==> config.mk <==
export PLATFORM = sky130hd
export DESIGN_NAME = gate_guard
export DESIGN_NICKNAME = d
export VERILOG_FILES = /design/src/rtl/gg_pkg.sv /design/src/rtl/gg_trip_filter.sv /design/src/rtl/gg_fault_ctrl.sv /design/src/rtl/gg_phase_gate.sv /design/src/rtl/gate_guard.sv
export SDC_FILE = /design/constraint.sdc
export NUM_CORES = 1
export LEC_CHECK = 0
export ABC_AREA = 1
export CAP_MARGIN = 20
export CORE_UTILIZATION = 57
export DETAILED_ROUTE_END_ITERATION = 6
export DONT_BUFFER_PORTS = 1
export GPL_TIMING_DRIVEN = 0
export MAX_ROUTING_LAYER = met4
export PLACE_DENSITY = 0.78
export SYNTH_ARGS = -nofsm -noshare
export SYNTH_HDL_FRONTEND = slang
export SYNTH_SLANG_ARGS = --single-unit
==> constraint.sdc <==
create_clock -name clk -period 2.05 [get_ports clk]
set_input_delay 0.3075 -clock clk [delete_from_list [all_inputs] [get_ports clk]]
set_output_delay 0.3075 -clock clk [all_outputs]
set_load 0.05 [all_outputs]
==> src/rtl/gg_pkg.sv <==
package gg_pkg;

  localparam int N_TRIP = 2;  // index 0: inverter, index 1: PFC

  typedef enum logic {
    FILT_WATCH = 1'b0,
    FILT_DELAY = 1'b1
  } filt_st_t;

  typedef enum logic [1:0] {
    SUP_RUN   = 2'd0,
    SUP_HOLD  = 2'd1,
    SUP_DRAIN = 2'd2
  } sup_st_t;

endpackage

==> src/rtl/gg_trip_filter.sv <==
module gg_trip_filter
  import gg_pkg::*;
#(
  parameter int BLANK_CYC = 35,
  parameter int PROP_CYC  = 60
) (
  input  logic clk,
  input  logic rstn,
  input  logic flag,
  output logic fire
);

  localparam int BW = $clog2(BLANK_CYC + 1);
  localparam int PW = $clog2(PROP_CYC + 1);
  localparam logic [BW-1:0] B_LAST = BW'(BLANK_CYC - 1);
  localparam logic [PW-1:0] P_LAST = PW'(PROP_CYC - 1);

  filt_st_t       st_q, st_d;
  logic [BW-1:0]  blank_q, blank_d;
  logic [PW-1:0]  prop_q, prop_d;
  logic           fire_q, fire_d;

  always_comb begin
    st_d    = st_q;
    blank_d = blank_q;
    prop_d  = prop_q;
    fire_d  = 1'b0;
    unique case (st_q)
      FILT_WATCH: begin
        if (!flag) begin
          blank_d = '0;
        end else if (blank_q == B_LAST) begin
          blank_d = '0;
          prop_d  = '0;
          st_d    = FILT_DELAY;
        end else begin
          blank_d = blank_q + 1'b1;
        end
      end
      FILT_DELAY: begin
        if (prop_q == P_LAST) begin
          fire_d = 1'b1;
          st_d   = FILT_WATCH;
        end else begin
          prop_d = prop_q + 1'b1;
        end
      end
      default: st_d = FILT_WATCH;
    endcase
  end

  always_ff @(posedge clk or negedge rstn) begin
    if (!rstn) begin
      st_q    <= FILT_WATCH;
      blank_q <= '0;
      prop_q  <= '0;
      fire_q  <= 1'b0;
    end else begin
      st_q    <= st_d;
      blank_q <= blank_d;
      prop_q  <= prop_d;
      fire_q  <= fire_d;
    end
  end

  assign fire = fire_q;

  AST_NO_EARLY_FIRE: assert property (@(posedge clk) disable iff (!rstn)
    (st_q == FILT_WATCH && blank_q == '0) |=> !fire_q);

endmodule

==> src/rtl/gg_fault_ctrl.sv <==
module gg_fault_ctrl
  import gg_pkg::*;
#(
  parameter int CLEAR_CYC = 165000
) (
  input  logic              clk,
  input  logic              rstn,
  input  logic [N_TRIP-1:0] fire,
  input  logic [N_TRIP-1:0] trip_raw,
  input  logic              sup_ok,
  output logic              fault
);

  localparam int CW = $clog2(CLEAR_CYC + 1);
  localparam logic [CW-1:0] C_LAST = CW'(CLEAR_CYC - 1);

  sup_st_t       st_q, st_d;
  logic [CW-1:0] cnt_q, cnt_d;
  logic          fault_q, fault_d;
  logic          any_fire, any_trip;

  assign any_fire = |fire;
  assign any_trip = |trip_raw;

  always_comb begin
    st_d  = st_q;
    cnt_d = cnt_q;
    unique case (st_q)
      SUP_RUN: begin
        if (any_fire) st_d = SUP_HOLD;
      end
      SUP_HOLD: begin
        if (!any_trip) begin
          st_d  = SUP_DRAIN;
          cnt_d = '0;
        end
      end
      SUP_DRAIN: begin
        if (any_trip) begin
          st_d = SUP_HOLD;
        end else if (cnt_q == C_LAST) begin
          st_d = SUP_RUN;
        end else begin
          cnt_d = cnt_q + 1'b1;
        end
      end
      default: st_d = SUP_RUN;
    endcase
    fault_d = (st_d != SUP_RUN) || !sup_ok;
  end

  always_ff @(posedge clk or negedge rstn) begin
    if (!rstn) begin
      st_q    <= SUP_RUN;
      cnt_q   <= '0;
      fault_q <= 1'b0;
    end else begin
      st_q    <= st_d;
      cnt_q   <= cnt_d;
      fault_q <= fault_d;
    end
  end

  assign fault = fault_q;

  AST_TRIP_SETS_FAULT: assert property (@(posedge clk) disable iff (!rstn)
    any_fire |=> fault_q);
  AST_UV_SETS_FAULT: assert property (@(posedge clk) disable iff (!rstn)
    !sup_ok |=> fault_q);
  AST_HOLD_WHILE_TRIP: assert property (@(posedge clk) disable iff (!rstn)
    (st_q != SUP_RUN && any_trip) |=> fault_q);

endmodule

==> src/rtl/gg_phase_gate.sv <==
module gg_phase_gate (
  input  logic clk,
  input  logic rstn,
  input  logic hi,
  input  logic lo,
  input  logic boot_ok,
  input  logic sup_ok,
  input  logic run,
  output logic gate_hs,
  output logic gate_ls
);

  logic armed_q, armed_d;
  logic hs_q, hs_d;
  logic ls_q, ls_d;
  logic hs_only, ls_only;

  assign hs_only = hi && !lo;
  assign ls_only = lo && !hi;

  always_comb begin
    if (!sup_ok)  armed_d = 1'b0;
    else if (lo)  armed_d = 1'b1;
    else          armed_d = armed_q;
    hs_d = hs_only && armed_q && boot_ok && run;
    ls_d = ls_only && run;
  end

  always_ff @(posedge clk or negedge rstn) begin
    if (!rstn) begin
      armed_q <= 1'b0;
      hs_q    <= 1'b0;
      ls_q    <= 1'b0;
    end else begin
      armed_q <= armed_d;
      hs_q    <= hs_d;
      ls_q    <= ls_d;
    end
  end

  assign gate_hs = hs_q;
  assign gate_ls = ls_q;

  AST_NO_SHOOT_THROUGH: assert property (@(posedge clk) disable iff (!rstn)
    (hi && lo) |=> (!hs_q && !ls_q));
  AST_DISARMED_HS_OFF: assert property (@(posedge clk) disable iff (!rstn)
    !armed_q |=> !hs_q);
  AST_ARM_NEEDS_LS: assert property (@(posedge clk) disable iff (!rstn)
    (!armed_q && !lo) |=> !armed_q);
  AST_BOOT_CUTS_HS: assert property (@(posedge clk) disable iff (!rstn)
    !boot_ok |=> !hs_q);

endmodule

==> src/rtl/gate_guard.sv <==
module gate_guard
  import gg_pkg::*;
#(
  parameter int NUM_PH    = 3,
  parameter int BLANK_CYC = 35,
  parameter int PROP_CYC  = 60,
  parameter int CLEAR_CYC = 165000
) (
  input  logic              clk,
  input  logic              rst_n,
  input  logic [NUM_PH-1:0] pwm_hi,
  input  logic [NUM_PH-1:0] pwm_lo,
  input  logic              pfc_pwm,
  input  logic              oc_inv,
  input  logic              oc_pfc,
  input  logic              sup_ok,
  input  logic [NUM_PH-1:0] boot_ok,
  input  logic              drv_en,
  output logic [NUM_PH-1:0] gate_hs,
  output logic [NUM_PH-1:0] gate_ls,
  output logic              gate_pfc,
  output logic              fault
);

  // reset: asynchronous assert, synchronous release
  logic [1:0] rst_sync_q;
  logic       rstn_i;

  always_ff @(posedge clk or negedge rst_n) begin
    if (!rst_n) rst_sync_q <= 2'b00;
    else        rst_sync_q <= {rst_sync_q[0], 1'b1};
  end
  assign rstn_i = rst_sync_q[1];

  // input register stage
  logic [NUM_PH-1:0] hi_q, lo_q, boot_q;
  logic              pfc_q, sup_q, en_q;

  always_ff @(posedge clk or negedge rstn_i) begin
    if (!rstn_i) begin
      hi_q   <= '0;
      lo_q   <= '0;
      boot_q <= '0;
      pfc_q  <= 1'b0;
      sup_q  <= 1'b1;
      en_q   <= 1'b0;
    end else begin
      hi_q   <= pwm_hi;
      lo_q   <= pwm_lo;
      boot_q <= boot_ok;
      pfc_q  <= pfc_pwm;
      sup_q  <= sup_ok;
      en_q   <= drv_en;
    end
  end

  // trip filters, one per over-current source
  logic [N_TRIP-1:0] trip_raw, fire_v;
  assign trip_raw = {oc_pfc, oc_inv};

  for (genvar t = 0; t < N_TRIP; t++) begin : g_trip
    gg_trip_filter #(
      .BLANK_CYC(BLANK_CYC),
      .PROP_CYC (PROP_CYC)
    ) u_filt (
      .clk (clk),
      .rstn(rstn_i),
      .flag(trip_raw[t]),
      .fire(fire_v[t])
    );
  end

  logic fault_q;

  gg_fault_ctrl #(
    .CLEAR_CYC(CLEAR_CYC)
  ) u_fault (
    .clk     (clk),
    .rstn    (rstn_i),
    .fire    (fire_v),
    .trip_raw(trip_raw),
    .sup_ok  (sup_q),
    .fault   (fault_q)
  );

  logic run;
  assign run = en_q && !fault_q;

  for (genvar p = 0; p < NUM_PH; p++) begin : g_ph
    gg_phase_gate u_ph (
      .clk    (clk),
      .rstn   (rstn_i),
      .hi     (hi_q[p]),
      .lo     (lo_q[p]),
      .boot_ok(boot_q[p]),
      .sup_ok (sup_q),
      .run    (run),
      .gate_hs(gate_hs[p]),
      .gate_ls(gate_ls[p])
    );
  end

  logic pfc_gate_q, pfc_gate_d;
  assign pfc_gate_d = pfc_q && run;

  always_ff @(posedge clk or negedge rstn_i) begin
    if (!rstn_i) pfc_gate_q <= 1'b0;
    else         pfc_gate_q <= pfc_gate_d;
  end

  assign gate_pfc = pfc_gate_q;
  assign fault    = fault_q;

  AST_FAULT_ALL_OFF: assert property (@(posedge clk) disable iff (!rstn_i)
    fault_q |=> (gate_hs == '0 && gate_ls == '0 && !gate_pfc));
  AST_DISABLE_ALL_OFF: assert property (@(posedge clk) disable iff (!rstn_i)
    !en_q |=> (gate_hs == '0 && gate_ls == '0 && !gate_pfc));

endmodule

# Word level (Yosys, flattened, before mapping)

Cells that the tools add are included.

Bits of input ports: 16
Output and inout bits: 8
Register bits after elaboration: 73
Logic and storage cells: 130

Bitwise logic cells: 2
Add/subtract/negate cells: 5
Equal/unequal tests: 19
Mux-type cells: 39
Reduce and logical (&&, ||, !) cells: 37

Operator list:

| cell                    | number |
|---|---|
| $mux W6                 | 10 |
| $mux W18                | 3 |
| $pmux W18 S2            | 1 |
| $add A6 B1 Y6 const B   | 4 |
| $eq A6 B6 Y1 const B    | 4 |
| $pmux W6 S2             | 2 |
| $logic_and A1 B1 Y1     | 20 |
| $ne A2 B2 Y1 const B    | 10 |
| $add A18 B1 Y18 const B | 1 |
| $eq A18 B18 Y1 const B  | 1 |
| $mux W1                 | 16 |
| $logic_not A1 Y1        | 8 |
| $mux W2                 | 4 |
| $pmux W2 S3             | 1 |
| $reduce_and A3 Y1       | 2 |
| $ne A2 B1 Y1 const B    | 2 |
| $pmux W1 S2             | 2 |
| $reduce_and A4 Y1       | 1 |
| $reduce_bool A2 Y1      | 2 |
| $reduce_or A2 Y1        | 2 |
| $eq A2 B1 Y1 const B    | 1 |
| $eq A2 B2 Y1 const B    | 1 |
| $logic_not A2 Y1        | 1 |
| $not A1 Y1              | 2 |
| $logic_or A1 B1 Y1      | 1 |

# Logic depth before layout (Yosys ltp)

Gate-level depths: netlist of run 1.

Word-level depth: 6
Mapped depth: 10
Mapped depth without buffers: 9

# Hierarchy

Synthesis of run 1 repeated with hierarchy kept, for this count alone.

Cells, all modules: 445
Area, all modules: 3636.0 sq um

Modules (own cells, without submodules):

| module         | cells an instance | seq. area each (sq um) | instances | area an instance (sq um) |
|---|---|---|---|---|
| gg_trip_filter | 96                | 350.3                  | 2         | 757.0 |
| gg_fault_ctrl  | 202               | 525.5                  | 1         | 1398.8 |
| gate_guard     | 21                | 376.6                  | 1         | 404.1 |
| gg_phase_gate  | 10                | 75.1                   | 3         | 106.4 |

# Worst setup path after synthesis of run 1

OpenSTA, ideal clock, no wires.

Path kind: register to register
Start point: register u_fault.cnt_q[0]
End point: register u_fault.cnt_q[11]
Required time: 1924 ps
Library setup time: 126 ps
Clock period less this slack: 1517 ps
Data arrival time: 1391 ps
Path buffers: 1
Cell stages (with the launch flop): 11
Path slack: 533 ps
Cell sequence: dfrtp_1 -> ha_1 -> nand2_1 -> clkinv_1 -> nand4_1 -> nor2_2 -> nor2_4 -> inv_4 -> buf_6 -> nand2_1 -> o21ai_0

Word-level cells in the longest chain between the ends: 4
Elaborated cells between the ends (all ways): 7
Classes of those cells: add/sub: 1; eq/ne: 2; mux: 3; reduce/logical: 1

RTL lines:

| what                   | line                | RTL |
|---|---|---|
| from (decl)            | gg_fault_ctrl.sv:18 | `logic [CW-1:0] cnt_q, cnt_d;` |
| from (signal assigned) | gg_fault_ctrl.sv:59 | `cnt_q <= cnt_d;` |
| $add A18 B1 Y18        | gg_fault_ctrl.sv:44 | `cnt_d = cnt_q + 1'b1;` |
| $mux W18               | gg_fault_ctrl.sv:41 | `end else if (cnt_q == C_LAST) begin` |
| $mux W18               | gg_fault_ctrl.sv:39 | `if (any_trip) begin` |
| $pmux W18 S2           | gg_fault_ctrl.sv:28 | `unique case (st_q)` |

Parallel ways exist; a longest one is shown, timed or not. The select of a mux whose other input is x is not followed.
A chain may end at the register's enable or synchronous reset.

# Worst setup path in the final report of run 1

Start point: register u_fault.cnt_q[0]
End point: register u_fault.cnt_q[13]

Same word-level chain as after synthesis.

==> metrics.txt, run 1 <==
layout cell share with drive strength beyond 1=between 10% and 20%; TritonCTS clock tree=yes; Worst Setup Path Type=register to register; outcome=finished, final reports clean; Starting Density=slightly below 60%; die area=about 0.0066 mm2; Overflow after GRT=0; Crit-path slowest cell=dfrtp_1; final hold violation count=0; Root Driver=clkbuf_8; CP Launch Type=register; reg-to-reg critical path endpoint=u_fault.cnt_q[13]$_DFFE_PN0P_; CP Depth=10; Core Footprint=between 0.005 and 0.006 mm2; TritonCTS Buffers=9; worst slew pin tran=886 ps; final worst slack=between 200 and 300 ps; global-route wire length before repair=around 12 mm; Area Overhead vs Synth=12.1%; diode count=0; setup violators final=0; post-DR wirelength/cell=~13 um; IO Pins=24; crit path from=u_fault.cnt_q[0]$_DFFE_PN0P_; pre-CTS setup slack=286 ps; antenna viol nets, final=0; slew margin rel.=40.9%; 1st-pass router iterations=4; vias in the first global route=2,787; sequential share of the synthesized area=slightly above 50%; Worst-Skew Late Latency=360 ps; Final Wtd Congestion=around 0.9; All-Layer GR Usage=26.0%; CTS max path bufs=2; vias per cell=about 5.2; worst-path fanout max=10; cell area after synthesis=0.00355 mm2; sum of buffers and inverters on the critical path=3; Pwr Total=approximately 2.9 mW; Register Area=~0.0018 mm2; syn_area_per_cell=about 8 um2; initial antenna violation count=0; top cells by area, synth=dfrtp_1 51%, nand2_1 12%, nor2_1 6.3%; Starting DRT DRC Count=between 150 and 200; Max Clock Skew=16.9 ps; Tcrit/Tclk final=between 80 and 90%; Die Span Y=a little over 80 um; maxcap violations=0; CTS sink count=73; Setup crit end kind=register; flop2flop setup slack=approximately 280 ps; leading area contributor after synthesis=dfrtp_1; syn nets=455; post-synth top area share=approximately half; Max VDD drop=between 600 and 700 uV; R2R depth=10; CTS clk-pin slew, worst paths=around 90 ps; die width=a little over 80 um; area of the multi-input gates=between 0.001 and 0.0015 mm2; post-route design area=about 0.0040 mm2; fmax=between 500 and 600 MHz; Final Max Slew Viols=0; Leakage=approximately 2.0 nW; worst path arrival time=approximately 2000 ps; IO Port Bufs=0; fin crit period=1770 ps; Cell variety after synth=29; Filler Cells Inserted=~470; post_cts resized=0; Post-DP Area=about 0.0037 mm2; Post-Synthesis Cells=roughly 430; Largest stage delay, worst path=420 ps; Worst R2R Start=u_fault.cnt_q[0]$_DFFE_PN0P_; H-tree depth=3; power per standard cell area=721 mW/mm2; row count=28; Final TNS setup=0 ps; Data required, critical path=approximately 2300 ps; final net count=around 480; largest net degree at the start of global routing=72; RSZ-0062 raised after global routing=false; Ys Warns=0; Via Count=between 2,000 and 3,000; crit path cell chain=ha_1 -> nand2_1 -> clkinv_1 -> nand4_1 -> nor2_2 -> nor2_4 -> inv_4 -> buf_6 -> nand2_1 -> o21ai_0; delay-heaviest family, CP=simple AND/OR/NAND/NOR gates; post-DP HPWL=about 4.7 mm; # DRC=0; Hold Crit Class=input pin to async pin; Setup crit end=u_fault.cnt_q[13]$_DFFE_PN0P_; Total Wirelength=7.07 mm; synthesized flop and latch total=73; CP dominant cell by count=nand2_1
[layer usage]
metal  global-route usage, %  vias to the layer above  routed length (um)
met3                    8.99                       16                 351
met5                       -                        -                   0
li1                        -                     1413                   -
met1                    29.4                     1298                3060
met4                    12.0                        0                 186
met2                    41.6                       58                3470
[cells by family (layout without fill, tap and decap cells)]
logic type               after synthesis  in the layout  share of synthesized area [%]
other                                  1              1                          0.106
adder cells (fa/ha/maj)                7              7                           2.46
flip-flops                            73             73                           51.4
XOR/XNOR                              12             12                           2.96
buffers and inverters                 60             89                           7.75
AO/OA/AOI/OAI                         31             31                           5.04
AND/OR/NAND/NOR                      248            248                           30.2
[per-stage QoR]
step	utilization [%]	hold slack [ps]	cells
after floorplan	-	11.9	432
after detailed placement	61.3	12.0	507
after CTS	66.9	155	536
after global placement	61.3	11.9	507
final	66.9	207	536
after global routing	66.9	192	536
[report_power, final]
part	internal, mW	leakage [nW]	switching [mW]	total (mW)
clock	0.572	0.0960	0.583	1.15
sequential	1.50	0.905	0.0779	1.57
combinational	0.0662	0.952	0.0778	0.144
[area by class of cell]
class | count | area share, %
flip-flops and latches | 73 | 46.0
plain buffers | 11 | 2.23
well taps | 75 | 2.35
inverters | 49 | 4.68
multi-input cells | 299 | 36.4
clock inverters | 7 | 2.01
repair buffers | 13 | 3.27
clock buffers | 9 | 3.11
[registers in the layout, summed over array words and instances (netlist names)]
| signal | cells |
|---|---|
| boot_q | 3 |
| en_q | 1 |
| g_ph.u_ph.armed_q | 3 |
| g_ph.u_ph.gate_hs | 3 |
| g_ph.u_ph.gate_ls | 3 |
| g_trip.u_filt.blank_q | 12 |
| g_trip.u_filt.fire | 2 |
| g_trip.u_filt.prop_q | 12 |
| g_trip.u_filt.st_q | 2 |
| gate_pfc | 1 |
| hi_q | 3 |
| lo_q | 3 |
| pfc_q | 1 |
| rst_sync_q | 2 |
| sup_q | 1 |
| u_fault.cnt_q | 18 |
| u_fault.fault | 1 |
| u_fault.st_q | 2 |
[worst min-delay path by stage]
stage	slack, ps	end	startpoint	cells after the start
after global placement	10	rst_sync_q[1]$_DFF_PN0_	rst_n	0
after CTS	160	rst_sync_q[1]$_DFF_PN0_	rst_n	1
after detailed placement	10	rst_sync_q[0]$_DFF_PN0_	rst_n	0
final	210	rst_sync_q[1]$_DFF_PN0_	rst_n	1
after global routing	190	rst_sync_q[1]$_DFF_PN0_	rst_n	1
after floorplan	10	rst_sync_q[0]$_DFF_PN0_	rst_n	0
[cells in the final DEF (no fill, tap or decap), drive strengths merged]
master and instances:
nand2 119, dfrtp 72, nor2 67, inv 49, nand3 33, o21ai 24
nand4 14, dlygate4sd3 13, xor2 11, buf 11, nor3 10, clkbuf 9
ha 7, a21oi 5, and3 4, clkinv 4, clkinvlp 2, a22oi 1
xnor2 1, o21bai 1, and2 1, bufinv 1, conb 1, dfstp 1
[what timing repair did]
item	4_1_cts	5_1_grt
setup buffers	0	0
hold buffers	13	0
endpoints found under the hold margin	14	0
[synth_stat cells (all sizes together)]
library cell,instances
nand2,119
dfrtp,72
nor2,67
inv,48
nand3,33
o21ai,24
nand4,14
buf,11
xor2,11
nor3,10
ha,7
a21oi,5
and3,4
a22oi,1
and2,1
clkinv,1
conb,1
dfstp,1
o21bai,1
xnor2,1
No activity file was read; power rests on OpenSTA's default activity.
==> inputs of run 2 (changes only) <==
- ABC_AREA: 1 -> unset
- CORE_UTILIZATION: 57 -> 56
- PLACE_DENSITY: 0.78 -> 0.77
==> metrics.txt, run 2 <==
Ys Warns=0 (unchanged); CTS max path bufs=2 (unchanged); largest net degree at the start of global routing=72 (unchanged); setup violators final=0 (unchanged); CTS clk-pin slew, worst paths=80 ps (about the same); post-DP HPWL=3.74 mm (-20%); CP Launch Type=register; leading area contributor after synthesis=dfrtp_1; diode count=0 (unchanged); Post-DP Area=0.00340 mm2 (-6.9%); final net count=359 (-25%); power per standard cell area=810 mW/mm2 (+12%); Starting Density=58.9% (-0.72 points); Overflow after GRT=0 (unchanged); Die Span Y=78.8 um (-2.6%); post-synth top area share=54.5% (+3.8 points); Setup crit end kind=register; Final TNS setup=0 ps (unchanged); Max VDD drop=613 uV (about the same); die width=78.8 um (-2.6%); Core Footprint=0.00561 mm2 (-5.8%); sequential share of the synthesized area=55.3% (+3.9 points); Via Count=2,317 (-17%); initial antenna violation count=0 (unchanged); Worst Setup Path Type=register to register; layout cell share with drive strength beyond 1=10.9% (+0.66 points); TritonCTS clock tree=yes; vias per cell=5.61 (+8.0%); Cell variety after synth=45 (+55%); H-tree depth=3 (unchanged); delay-heaviest family, CP=simple AND/OR/NAND/NOR gates; Total Wirelength=5.92 mm (-16%); All-Layer GR Usage=21.9% (-4.1 points); top-count cell post-synth=dfrtp_1; Data required, critical path=2280 ps (about the same); Largest stage delay, worst path=450 ps (+30 ps); fmax=532 MHz (-5.6%); worst slew pin tran=889 ps (+2.59 ps); syn nets=335 (-26%); CTS sink count=73 (unchanged); RSZ-0062 raised after global routing=false; Crit-path slowest cell=dfrtp_1; final hold violation count=0 (unchanged); fin crit period=1880 ps (+106 ps); Top Registers=u_fault.cnt_q (18), g_trip.u_filt.blank_q (12), g_trip.u_filt.prop_q (12); Leakage=1.67 nW (-15%); leading cell type in the layout, fill and taps excluded=dfrtp_1; IO Pins=24 (unchanged); Hold Crit Class=input pin to register; Starting DRT DRC Count=120 (-38%); post-DR wirelength/cell=14.3 um (+8.7%); crit path cell chain=nor4_1 -> nand3_1 -> o21a_1 -> or3b_2; setup bufs post-CTS=0 (unchanged); worst-path fanout max=5 (-5); maxcap violations=0 (unchanged); Worst-Skew Late Latency=350 ps (about the same); 1st-pass router iterations=4 (unchanged); die area=0.00621 mm2 (-5.2%); commonest cells in the synthesized netlist=72 x dfrtp_1, 33 x o21ai_0, 32 x nor2_1, 20 x nand3_1, 16 x nand2_1; worst path arrival time=2110 ps (+100 ps); Filler Cells Inserted=445 (-4.9%); Area Overhead vs Synth=13.3%; syn_area_per_cell=10.6 um2 (+29%); sum of buffers and inverters on the critical path=0 (-3); vias in the first global route=2,254 (-19%); cell area after synthesis=0.00331 mm2 (-7.0%); max FFs per register=18 (unchanged); TritonCTS Buffers=9 (unchanged); antenna viol nets, final=0 (unchanged); synthesized flop and latch total=73 (unchanged); global-route wire length before repair=10.1 mm (-17%); Pwr Total=3.04 mW (+5.7%); Final Wtd Congestion=0.785 (-11%); Tcrit/Tclk final=91.6% (+5.2 points); outcome=finished, final reports clean; Top FF cell, synth=dfrtp_1; Final Max Slew Viols=0 (unchanged); top cells by area, synth=dfrtp_1 55%, o21ai_0 5.0%, nor2_1 3.6%; Root Driver=clkbuf_8; Largest Register=u_fault.cnt_q; row count=27 (-3.6%); most frequent cells in the layout=71 x dfrtp_1, 33 x o21ai_0, 32 x nor2_1; post-route design area=0.00375 mm2 (-6.0%); Synth async-reset ratio=100% (unchanged); # DRC=0 (unchanged); Max Clock Skew=7.81 ps (-9.04 ps); Post-Synthesis Cells=312 (-28%); Post-synth EDFFs=0 (unchanged); slew margin rel.=40.7% (-0.17 points); IO Port Bufs=0 (unchanged)
[run 2: cell types whose count changed after synthesis, sizes merged, moves of 6 or more]
cell    change
nand2     -103
o31ai       +6
nand3      -13
o21ai      +10
nor2       -35
inv        -42
nand2b      +6
[run 2: timing repair]
item,in CTS,in global routing
setup endpoints to repair,4,0
hold buffers,13,0
endpoints found under the hold margin,14,0
resized for setup,2,0
[run 2: cells by family after synthesis]
| family | count (synthesis) | share of synthesized area, % |
|---|---|---|
| other | 1 | 0.113 |
| flip-flops | 73 | 55.3 |
| buffers and inverters | 20 | 3.52 |
| multiplexers | 4 | 1.21 |
| AO/OA/AOI/OAI | 63 | 11.5 |
| adder cells (fa/ha/maj) | 7 | 2.65 |
| XOR/XNOR | 16 | 4.24 |
| AND/OR/NAND/NOR | 128 | 21.4 |
[run 2: path summary, 6_finish.rpt]
path | from | end | slack [ps] | depth (start not counted)
hold / removal | oc_pfc | g_trip[1].u_filt.blank_q[5]$_DFFE_PN0N_ | 90 | 2
hold reg to reg | rst_sync_q[0]$_DFF_PN0_ | rst_sync_q[1]$_DFF_PN0_ | 340 | 0
min in group asynchronous | rst_n | rst_sync_q[1]$_DFF_PN0_ | 190 | 1
max in group asynchronous | rst_sync_q[1]$_DFF_PN0_ | g_trip[1].u_filt.blank_q[3]$_DFFE_PN0N_ | 1020 | 0
setup / recovery | u_fault.cnt_q[8]$_DFFE_PN0P_ | u_fault.fault$_DFF_PN0_ | 170 | 4
setup reg to reg | u_fault.cnt_q[8]$_DFFE_PN0P_ | u_fault.fault$_DFF_PN0_ | 170 | 4
[run 2: through the flow]
stage               setup slack (ps)  utilization (%)  std cells  hold slack (ps)
floorplan                        236                -        312             11.9
global placement               -17.5             60.6        384             12.0
detailed placement             -75.7             60.6        384             12.0
CTS                              129             66.8        413             74.1
global route                    30.2             66.8        413             97.4
finish                           172             66.8        413             88.7
[run 2: final cells by class]
type	instances	area, um2	share of cell area, %
plain buffers	14	93.8	2.51
clock buffers	9	124	3.31
clock inverters	7	77.6	2.07
inverters	6	22.5	0.601
multi-input cells	219	1380	36.7
flip-flops and latches	73	1830	48.9
well taps	72	90.1	2.40
repair buffers	13	130	3.47
[run 2: routing by layer]
| metal | global-route usage, % | routed length, um | vias up |
|---|---|---|---|
| met2 | 34.9 | 2800 | 36 |
| met1 | 26.7 | 2810 | 1123 |
| met3 | 7.24 | 243 | 7 |
| met5 | - | 0 | - |
| li1 | - | - | 1151 |
| met4 | 6.55 | 68 | 0 |
[run 2: where the power goes]
group          leakage [nW]  internal (mW)  switching, mW
Sequential            0.928           1.52          0.130
Combinational         0.638          0.121          0.135
Clock                 0.100          0.572          0.563
Total                  1.67           2.21          0.828
